### config.mk
export PLATFORM = sky130hd
export DESIGN_NAME = spi_byte_master
export DESIGN_NICKNAME = d
export VERILOG_FILES = /design/src/rtl/spi_pkg.sv /design/src/rtl/spi_shift_engine.sv /design/src/rtl/spi_regs.sv /design/src/rtl/spi_byte_master.sv
export SDC_FILE = /design/constraint.sdc
export NUM_CORES = 1
export LEC_CHECK = 0
export ABC_AREA = 1
export BUFFER_PORTS_ARGS = -buffer_cell sky130_fd_sc_hd__buf_2
export CAP_MARGIN = 5
export CORE_MARGIN = 1.5
export CORE_UTILIZATION = 50
export DETAILED_ROUTE_END_ITERATION = 6
export PLACE_DENSITY = 0.79
export SYNTH_ARGS = -nofsm -noshare
export SYNTH_HDL_FRONTEND = slang
export SYNTH_SLANG_ARGS = --single-unit
### constraint.sdc
create_clock -name clk -period 2.38 [get_ports clk]
set_clock_uncertainty 0.2 [all_clocks]
set_input_delay 0.357 -clock clk [delete_from_list [all_inputs] [get_ports clk]]
set_output_delay 0.357 -clock clk [all_outputs]
set_load 0.02 [all_outputs]
### src/rtl/spi_pkg.sv
package spi_pkg;

    localparam logic [1:0] A_CTRL = 2'd0;
    localparam logic [1:0] A_STAT = 2'd1;
    localparam logic [1:0] A_DATA = 2'd2;

    typedef struct packed {
        logic       rie;
        logic       mstr;
        logic       cpol;
        logic       cpha;
        logic       wom;
        logic       en;
        logic       tie;
        logic       errie;
        logic       modfen;
        logic [1:0] baud;
        logic       rxf;
        logic       ovr;
        logic       txe;
        logic       arm_rxf;
        logic       arm_ovr;
    } regs_t;

    localparam regs_t REGS_RST = '{mstr: 1'b1, cpha: 1'b1, txe: 1'b1, default: '0};

endpackage

### src/rtl/spi_shift_engine.sv
module spi_shift_engine #(
    parameter int unsigned BITS   = 8,
    parameter int unsigned HALF_W = 7
) (
    input  logic            clk,
    input  logic            rst_n,
    input  logic            enable,
    input  logic            cpha,
    input  logic [1:0]      baud,
    input  logic            load,
    input  logic [BITS-1:0] load_byte,
    input  logic            miso,
    output logic            busy,
    output logic            sck_lvl,
    output logic            mosi,
    output logic            done,
    output logic [BITS-1:0] rx_byte
);

    localparam int unsigned EDGES = 2 * BITS;
    localparam int unsigned EW    = $clog2(EDGES);

    typedef struct packed {
        logic            busy;
        logic            lvl;
        logic            outb;
        logic            done;
        logic [HALF_W-1:0] hcnt;
        logic [EW-1:0]   ecnt;
        logic [BITS-1:0] txs;
        logic [BITS-1:0] rxs;
    } eng_t;

    eng_t q, d;
    logic [HALF_W-1:0] half;
    logic              sample_now;

    always_comb begin
        d          = q;
        d.done     = 1'b0;
        half       = HALF_W'(1) << {baud, 1'b0};
        // leading edges have an even index; phase picks which edge samples
        sample_now = (~q.ecnt[0]) ^ cpha;
        if (!enable) begin
            d.busy = 1'b0;
            d.lvl  = 1'b0;
            d.hcnt = '0;
        end else if (load && !q.busy) begin
            d.busy = 1'b1;
            d.lvl  = 1'b0;
            d.hcnt = '0;
            d.ecnt = '0;
            d.txs  = load_byte;
            d.outb = load_byte[BITS-1];
        end else if (q.busy) begin
            if (q.hcnt == half - HALF_W'(1)) begin
                d.hcnt = '0;
                d.lvl  = ~q.lvl;
                d.ecnt = q.ecnt + EW'(1);
                if (sample_now) begin
                    d.rxs = {q.rxs[BITS-2:0], miso};
                end else begin
                    if (cpha) d.outb = q.txs[BITS-1];
                    d.txs = {q.txs[BITS-2:0], 1'b0};
                end
                if (q.ecnt == EW'(EDGES - 1)) begin
                    d.busy = 1'b0;
                    d.done = 1'b1;
                end
            end else begin
                d.hcnt = q.hcnt + HALF_W'(1);
            end
        end
    end

    always_ff @(posedge clk or negedge rst_n) begin
        if (!rst_n) q <= '0;
        else        q <= d;
    end

    assign busy    = q.busy;
    assign sck_lvl = q.lvl;
    assign mosi    = cpha ? q.outb : q.txs[BITS-1];
    assign done    = q.done;
    assign rx_byte = q.rxs;

endmodule

### src/rtl/spi_regs.sv
module spi_regs
    import spi_pkg::*;
(
    input  logic       clk,
    input  logic       rst_n,
    input  logic       bus_sel,
    input  logic       bus_wr,
    input  logic [1:0] bus_addr,
    input  logic [7:0] bus_wdata,
    output logic [7:0] bus_rdata,
    input  logic       xfer_done,
    input  logic [7:0] xfer_byte,
    input  logic       eng_busy,
    output logic       load,
    output logic [7:0] load_byte,
    output logic       ctl_en,
    output logic       ctl_mstr,
    output logic       ctl_cpol,
    output logic       ctl_cpha,
    output logic [1:0] ctl_baud,
    output logic       st_rxf,
    output logic       st_ovr,
    output logic       st_txe,
    output logic       irq_tx,
    output logic       irq_rx
);

    regs_t      q, d;
    logic [7:0] txbuf_q, txbuf_d;
    logic [7:0] rxbuf_q, rxbuf_d;
    logic       wr_ctrl, wr_stat, wr_data, rd_stat, rd_data;

    always_comb begin
        wr_ctrl = bus_sel &&  bus_wr && bus_addr == A_CTRL;
        wr_stat = bus_sel &&  bus_wr && bus_addr == A_STAT;
        wr_data = bus_sel &&  bus_wr && bus_addr == A_DATA;
        rd_stat = bus_sel && !bus_wr && bus_addr == A_STAT;
        rd_data = bus_sel && !bus_wr && bus_addr == A_DATA;
        d       = q;
        txbuf_d = txbuf_q;
        rxbuf_d = rxbuf_q;
        load    = !q.txe && q.en && q.mstr && !eng_busy;

        if (wr_ctrl) begin
            d.rie  = bus_wdata[7];
            d.mstr = bus_wdata[5];
            d.cpol = bus_wdata[4];
            d.cpha = bus_wdata[3];
            d.wom  = bus_wdata[2];
            d.en   = bus_wdata[1];
            d.tie  = bus_wdata[0];
        end
        if (wr_stat) begin
            d.errie  = bus_wdata[6];
            d.modfen = bus_wdata[2];
            d.baud   = bus_wdata[1:0];
        end
        if (load) d.txe = 1'b1;
        if (wr_data) begin
            d.txe   = 1'b0;
            txbuf_d = bus_wdata;
        end
        if (rd_stat) begin
            d.arm_rxf = q.rxf;
            d.arm_ovr = q.ovr;
        end
        if (rd_data) begin
            if (q.arm_rxf) d.rxf = 1'b0;
            if (q.arm_ovr) d.ovr = 1'b0;
            d.arm_rxf = 1'b0;
            d.arm_ovr = 1'b0;
        end
        if (xfer_done) begin
            if (d.rxf) begin
                d.ovr = 1'b1;
            end else begin
                d.rxf   = 1'b1;
                rxbuf_d = xfer_byte;
            end
        end

        case (bus_addr)
            A_CTRL:  bus_rdata = {q.rie, 1'b0, q.mstr, q.cpol, q.cpha, q.wom, q.en, q.tie};
            A_STAT:  bus_rdata = {q.rxf, q.errie, q.ovr, 1'b0, q.txe, q.modfen, q.baud};
            A_DATA:  bus_rdata = rxbuf_q;
            default: bus_rdata = '0;
        endcase
    end

    always_ff @(posedge clk or negedge rst_n) begin
        if (!rst_n) q <= REGS_RST;
        else        q <= d;
    end

    // data buffers keep their contents across reset
    always_ff @(posedge clk) begin
        txbuf_q <= txbuf_d;
        rxbuf_q <= rxbuf_d;
    end

    assign load_byte = txbuf_q;
    assign ctl_en    = q.en;
    assign ctl_mstr  = q.mstr;
    assign ctl_cpol  = q.cpol;
    assign ctl_cpha  = q.cpha;
    assign ctl_baud  = q.baud;
    assign st_rxf    = q.rxf;
    assign st_ovr    = q.ovr;
    assign st_txe    = q.txe;
    assign irq_tx    = q.tie & q.txe;
    assign irq_rx    = q.rie & q.rxf;

endmodule

### src/rtl/spi_byte_master.sv
module spi_byte_master #(
    parameter int unsigned HALF_W = 7
) (
    input  logic       clk,
    input  logic       rst_n,
    input  logic       bus_sel,
    input  logic       bus_wr,
    input  logic [1:0] bus_addr,
    input  logic [7:0] bus_wdata,
    output logic [7:0] bus_rdata,
    output logic       irq_tx,
    output logic       irq_rx,
    output logic       sck,
    output logic       mosi,
    input  logic       miso
);

    localparam int unsigned BYTE_W = 8;

    logic              load, eng_busy, eng_done, sck_lvl;
    logic [BYTE_W-1:0] load_byte, rx_byte;
    logic              ctl_en, ctl_mstr, ctl_cpol, ctl_cpha;
    logic [1:0]        ctl_baud;
    logic              st_rxf, st_ovr, st_txe;

    spi_regs i_regs (
        .clk       (clk),
        .rst_n     (rst_n),
        .bus_sel   (bus_sel),
        .bus_wr    (bus_wr),
        .bus_addr  (bus_addr),
        .bus_wdata (bus_wdata),
        .bus_rdata (bus_rdata),
        .xfer_done (eng_done),
        .xfer_byte (rx_byte),
        .eng_busy  (eng_busy),
        .load      (load),
        .load_byte (load_byte),
        .ctl_en    (ctl_en),
        .ctl_mstr  (ctl_mstr),
        .ctl_cpol  (ctl_cpol),
        .ctl_cpha  (ctl_cpha),
        .ctl_baud  (ctl_baud),
        .st_rxf    (st_rxf),
        .st_ovr    (st_ovr),
        .st_txe    (st_txe),
        .irq_tx    (irq_tx),
        .irq_rx    (irq_rx)
    );

    spi_shift_engine #(.BITS(BYTE_W), .HALF_W(HALF_W)) i_engine (
        .clk       (clk),
        .rst_n     (rst_n),
        .enable    (ctl_en & ctl_mstr),
        .cpha      (ctl_cpha),
        .baud      (ctl_baud),
        .load      (load),
        .load_byte (load_byte),
        .miso      (miso),
        .busy      (eng_busy),
        .sck_lvl   (sck_lvl),
        .mosi      (mosi),
        .done      (eng_done),
        .rx_byte   (rx_byte)
    );

    assign sck = ctl_cpol ^ sck_lvl;

endmodule

==> metrics.txt <==
outcome finished, final reports clean; HP Class primary input to register; maximum clock frequency 0.493 GHz; std cell rows 27; first-pass GRT wire length 11.1 mm; Max Cap Viol 0; combinational cell fraction of total power 0.168; power density over cell area 742 mW/mm²; I/O Pins 27; cts bufs inserted 9; Hold EP i_regs.load_byte[5]; NetSw 0.825 mW; via count 2365; reg2reg path depth 9; CTS tree done; Placement Setup Slack 0.402 ns; Area Overhead vs Synth 16.6%; maximum VDD drop 0.414 mV; clock power share 0.333; yosys warns 0; max incr delay on CP 0.49 ns; total track usage 0.230; reg2reg setup slack 0.35 ns; slowest CP cell dfrtp_1; Avg WL per Cell 13.8 µm; worst r2r src i_regs.ctl_baud[1]; # DRC 0; worst rel slew slack 0.527; Finish-stage setup viols 0; H-tree depth 3; sequential power share 0.499; unrepaired setup endpoints after global routing false; layout cells sized above 1 0.189; Pleak 1.72 nW; GR Overflow Total 0; syn nets 346; hpwl dp 4.40 mm; die outline area 0.00638 mm²; Port Buffers 26; Tmin final 2.03 ns; synthesized area per cell 8.98 µm²; postcts setup bufs 0; initial antenna violation count 0; Root Driver clkbuf_8; FILL cells 495; fin nets 392; Arr. time, crit path 2.07 ns; reg2reg end i_engine.q[13]; via/cell ratio 5.23; Crit Path Class register to register; Final Hold Fails 0; vias in the first global route 2300; diode count 0; Synth area leaders dfrtp_1 (37%), edfxtp_1 (16%), nand2_1 (14%), inv_1 (4.8%), nand3_1 (3.2%); flops & latches, synth 63; crit path cell chain inv_2 -> nand2_1 -> nor2_1 -> nor2_4 -> nand2_4 -> nand2_1 -> nand3_1 -> nand2_1 -> nand2_1; CP Launch Type register; DRT Wirelength 6.26 mm; area of the core 0.00561 mm²; Syn Std Cell Area 0.00296 mm²; initial core utilization 0.527; post-synth cell types 35; fin crit share 0.852; number of flops mapped to enable cells by yosys 16; Final WS setup 0.352 ns; Max Fanout on Critical Path 10; Die Height 79.9 µm; Hold Crit Start bus_wdata[5]; Max clock buf depth 2; Synth top area share 0.373; pin count of the biggest net entering global routing 32; Die X 79.9 µm; internal power 1.73 mW; Sw Share 0.322; commonest cells in the netlist nand2_1 (110), dfrtp_1 (44), inv_1 (38), nand3_1 (19), nor2_1 (19); most instantiated library cell after synthesis nand2_1; clock-pin slew on the worst setup and hold paths 0.07 ns; register area share after synthesis 0.562; Routed Antenna Nets 0; Worst EP required 2.42 ns; global placer's final weighted congestion 0.837; setup TNS 0 ns; fraction of registers with async set/reset 0.746; critical path's most frequent cell nand2_1; Min-Delay Path Depth 1; DR iter-0 viols 137; ys flop type dfrtp_1; TritonRoute pass-1 iters 5; number of clock sinks 63; Synth area leader dfrtp_1; Syn Inst Count 329; Slew @ Worst Pin 0.710 ns; worst skew pair latency 0.35 ns; Slew Limit Fails 0; CP Capture Type register
## worst max-delay path, delay by kind of cell, from the launching register on
family | cells | cell delay [ns]
simple gates | 8 | 1.13
flops | 1 | 0.49
buf+inv | 1 | 0.09
## cell usage in the layout, fill, tap and decap left out, types with 2 or more instances in the layout
master,netlist,layout
a21oi_1,6,6
a22o_1,2,2
buf_2,1,26
buf_4,0,6
clkbuf_8,0,9
clkinv_1,1,2
dfrtp_1,44,44
dfstp_2,3,3
dlygate4sd3_1,0,7
edfxtp_1,16,16
ha_1,2,2
inv_1,38,38
inv_6,0,4
mux2_2,4,4
nand2_1,110,110
nand2_2,3,3
nand3_1,19,19
nand4_1,9,9
nor2_1,19,19
nor3_1,2,2
o2111ai_1,2,2
o211ai_1,2,2
o21ai_0,17,17
o21ai_1,2,2
o21ai_2,8,8
o22ai_1,3,3
xor2_1,3,3
## per-layer routing
metal / global-route usage / part of all wire
met1: 0.300 / 0.44
met5: 0 / 0
met2: 0.369 / 0.50
met3: 0.0686 / 0.050
met4: 0.0690 / 0.015
## cells by family (layout without fill, tap and decap cells)
logic type,Yosys count,count (layout),share of synthesized area
XOR/XNOR,4,4,0.0119
AO/OA/AOI/OAI,44,44,0.0944
adder cells (fa/ha/maj),2,2,0.00847
AND/OR/NAND/NOR,167,167,0.247
multiplexers,4,4,0.0152
buffers and inverters,45,96,0.0610
flip-flops,63,63,0.562
## worst max-delay path by stage
stage                                   from                  end  slack, ns
after global routing         i_regs.ctl_mstr        i_engine.q[9]       0.21
after global placement    i_regs.ctl_baud[1]       i_engine.q[10]       0.42
final                     i_regs.ctl_baud[1]       i_engine.q[13]       0.35
after detailed placement  i_regs.ctl_baud[1]       i_engine.q[11]       0.40
after floorplan                  bus_addr[0]    i_regs.rxbuf_q[0]       0.52
after CTS                    i_regs.ctl_mstr  i_engine.rx_byte[4]       0.39
## what timing repair did
action / 4_1_cts / 5_1_grt
hold buffers: 6 / 1
hold endpoints to repair: 31 / 1
gates resized for setup: 0 / 0
## final cells by class
type | count | area, µm² | area share
clock buffers | 9 | 124 | 0.0359
clock inverters | 7 | 55.1 | 0.0160
inverters | 41 | 156 | 0.0454
multi-input cells | 221 | 1110 | 0.324
flip-flops and latches | 63 | 1660 | 0.482
well taps | 72 | 90.1 | 0.0261
repair buffers | 39 | 245 | 0.0712
## power by group through the flow
stage          sequential (mW)  clock, mW  combinational [mW]
6_report                  1.28      0.853               0.429
2_1_floorplan             1.27          0               0.296
5_1_grt                   1.28      0.927               0.484
4_1_cts                   1.27      0.876               0.428
3_5_place_dp              1.29          0               0.418
3_3_place_gp              1.29          0               0.408
## sequential cells by signal, summed over array words and instances (netlist names)
register and cells:
i_regs.rxbuf_q 8, i_regs.ctl_baud 2, i_regs.st_rxf 1, i_regs.ctl_en 1
i_regs.load_byte 8, i_engine.q 20, i_engine.sck_lvl 1, i_regs.ctl_mstr 1
i_regs.st_ovr 1, i_regs.ctl_cpha 1, i_regs.st_txe 1, i_engine.rx_byte 8
i_regs.ctl_cpol 1, i_regs.q 7, i_engine.busy 1, i_engine.done 1
## stage by stage
step / power, mW / cell area, µm² / hold slack (ns) / utilization / cells
6_report: 2.56 / 3450 / 0.0155 / 0.614 / 452
3_3_place_gp: 1.70 / 3200 / 0.233 / 0.570 / 429
5_1_grt: 2.69 / 3450 / 0.000661 / 0.614 / 452
3_5_place_dp: 1.71 / 3200 / 0.241 / 0.570 / 429
4_1_cts: 2.58 / 3440 / 0.000507 / 0.613 / 451
2_1_floorplan: 1.56 / 2960 / -0.139 / - / 329
(Power assumes the default switching activity.)
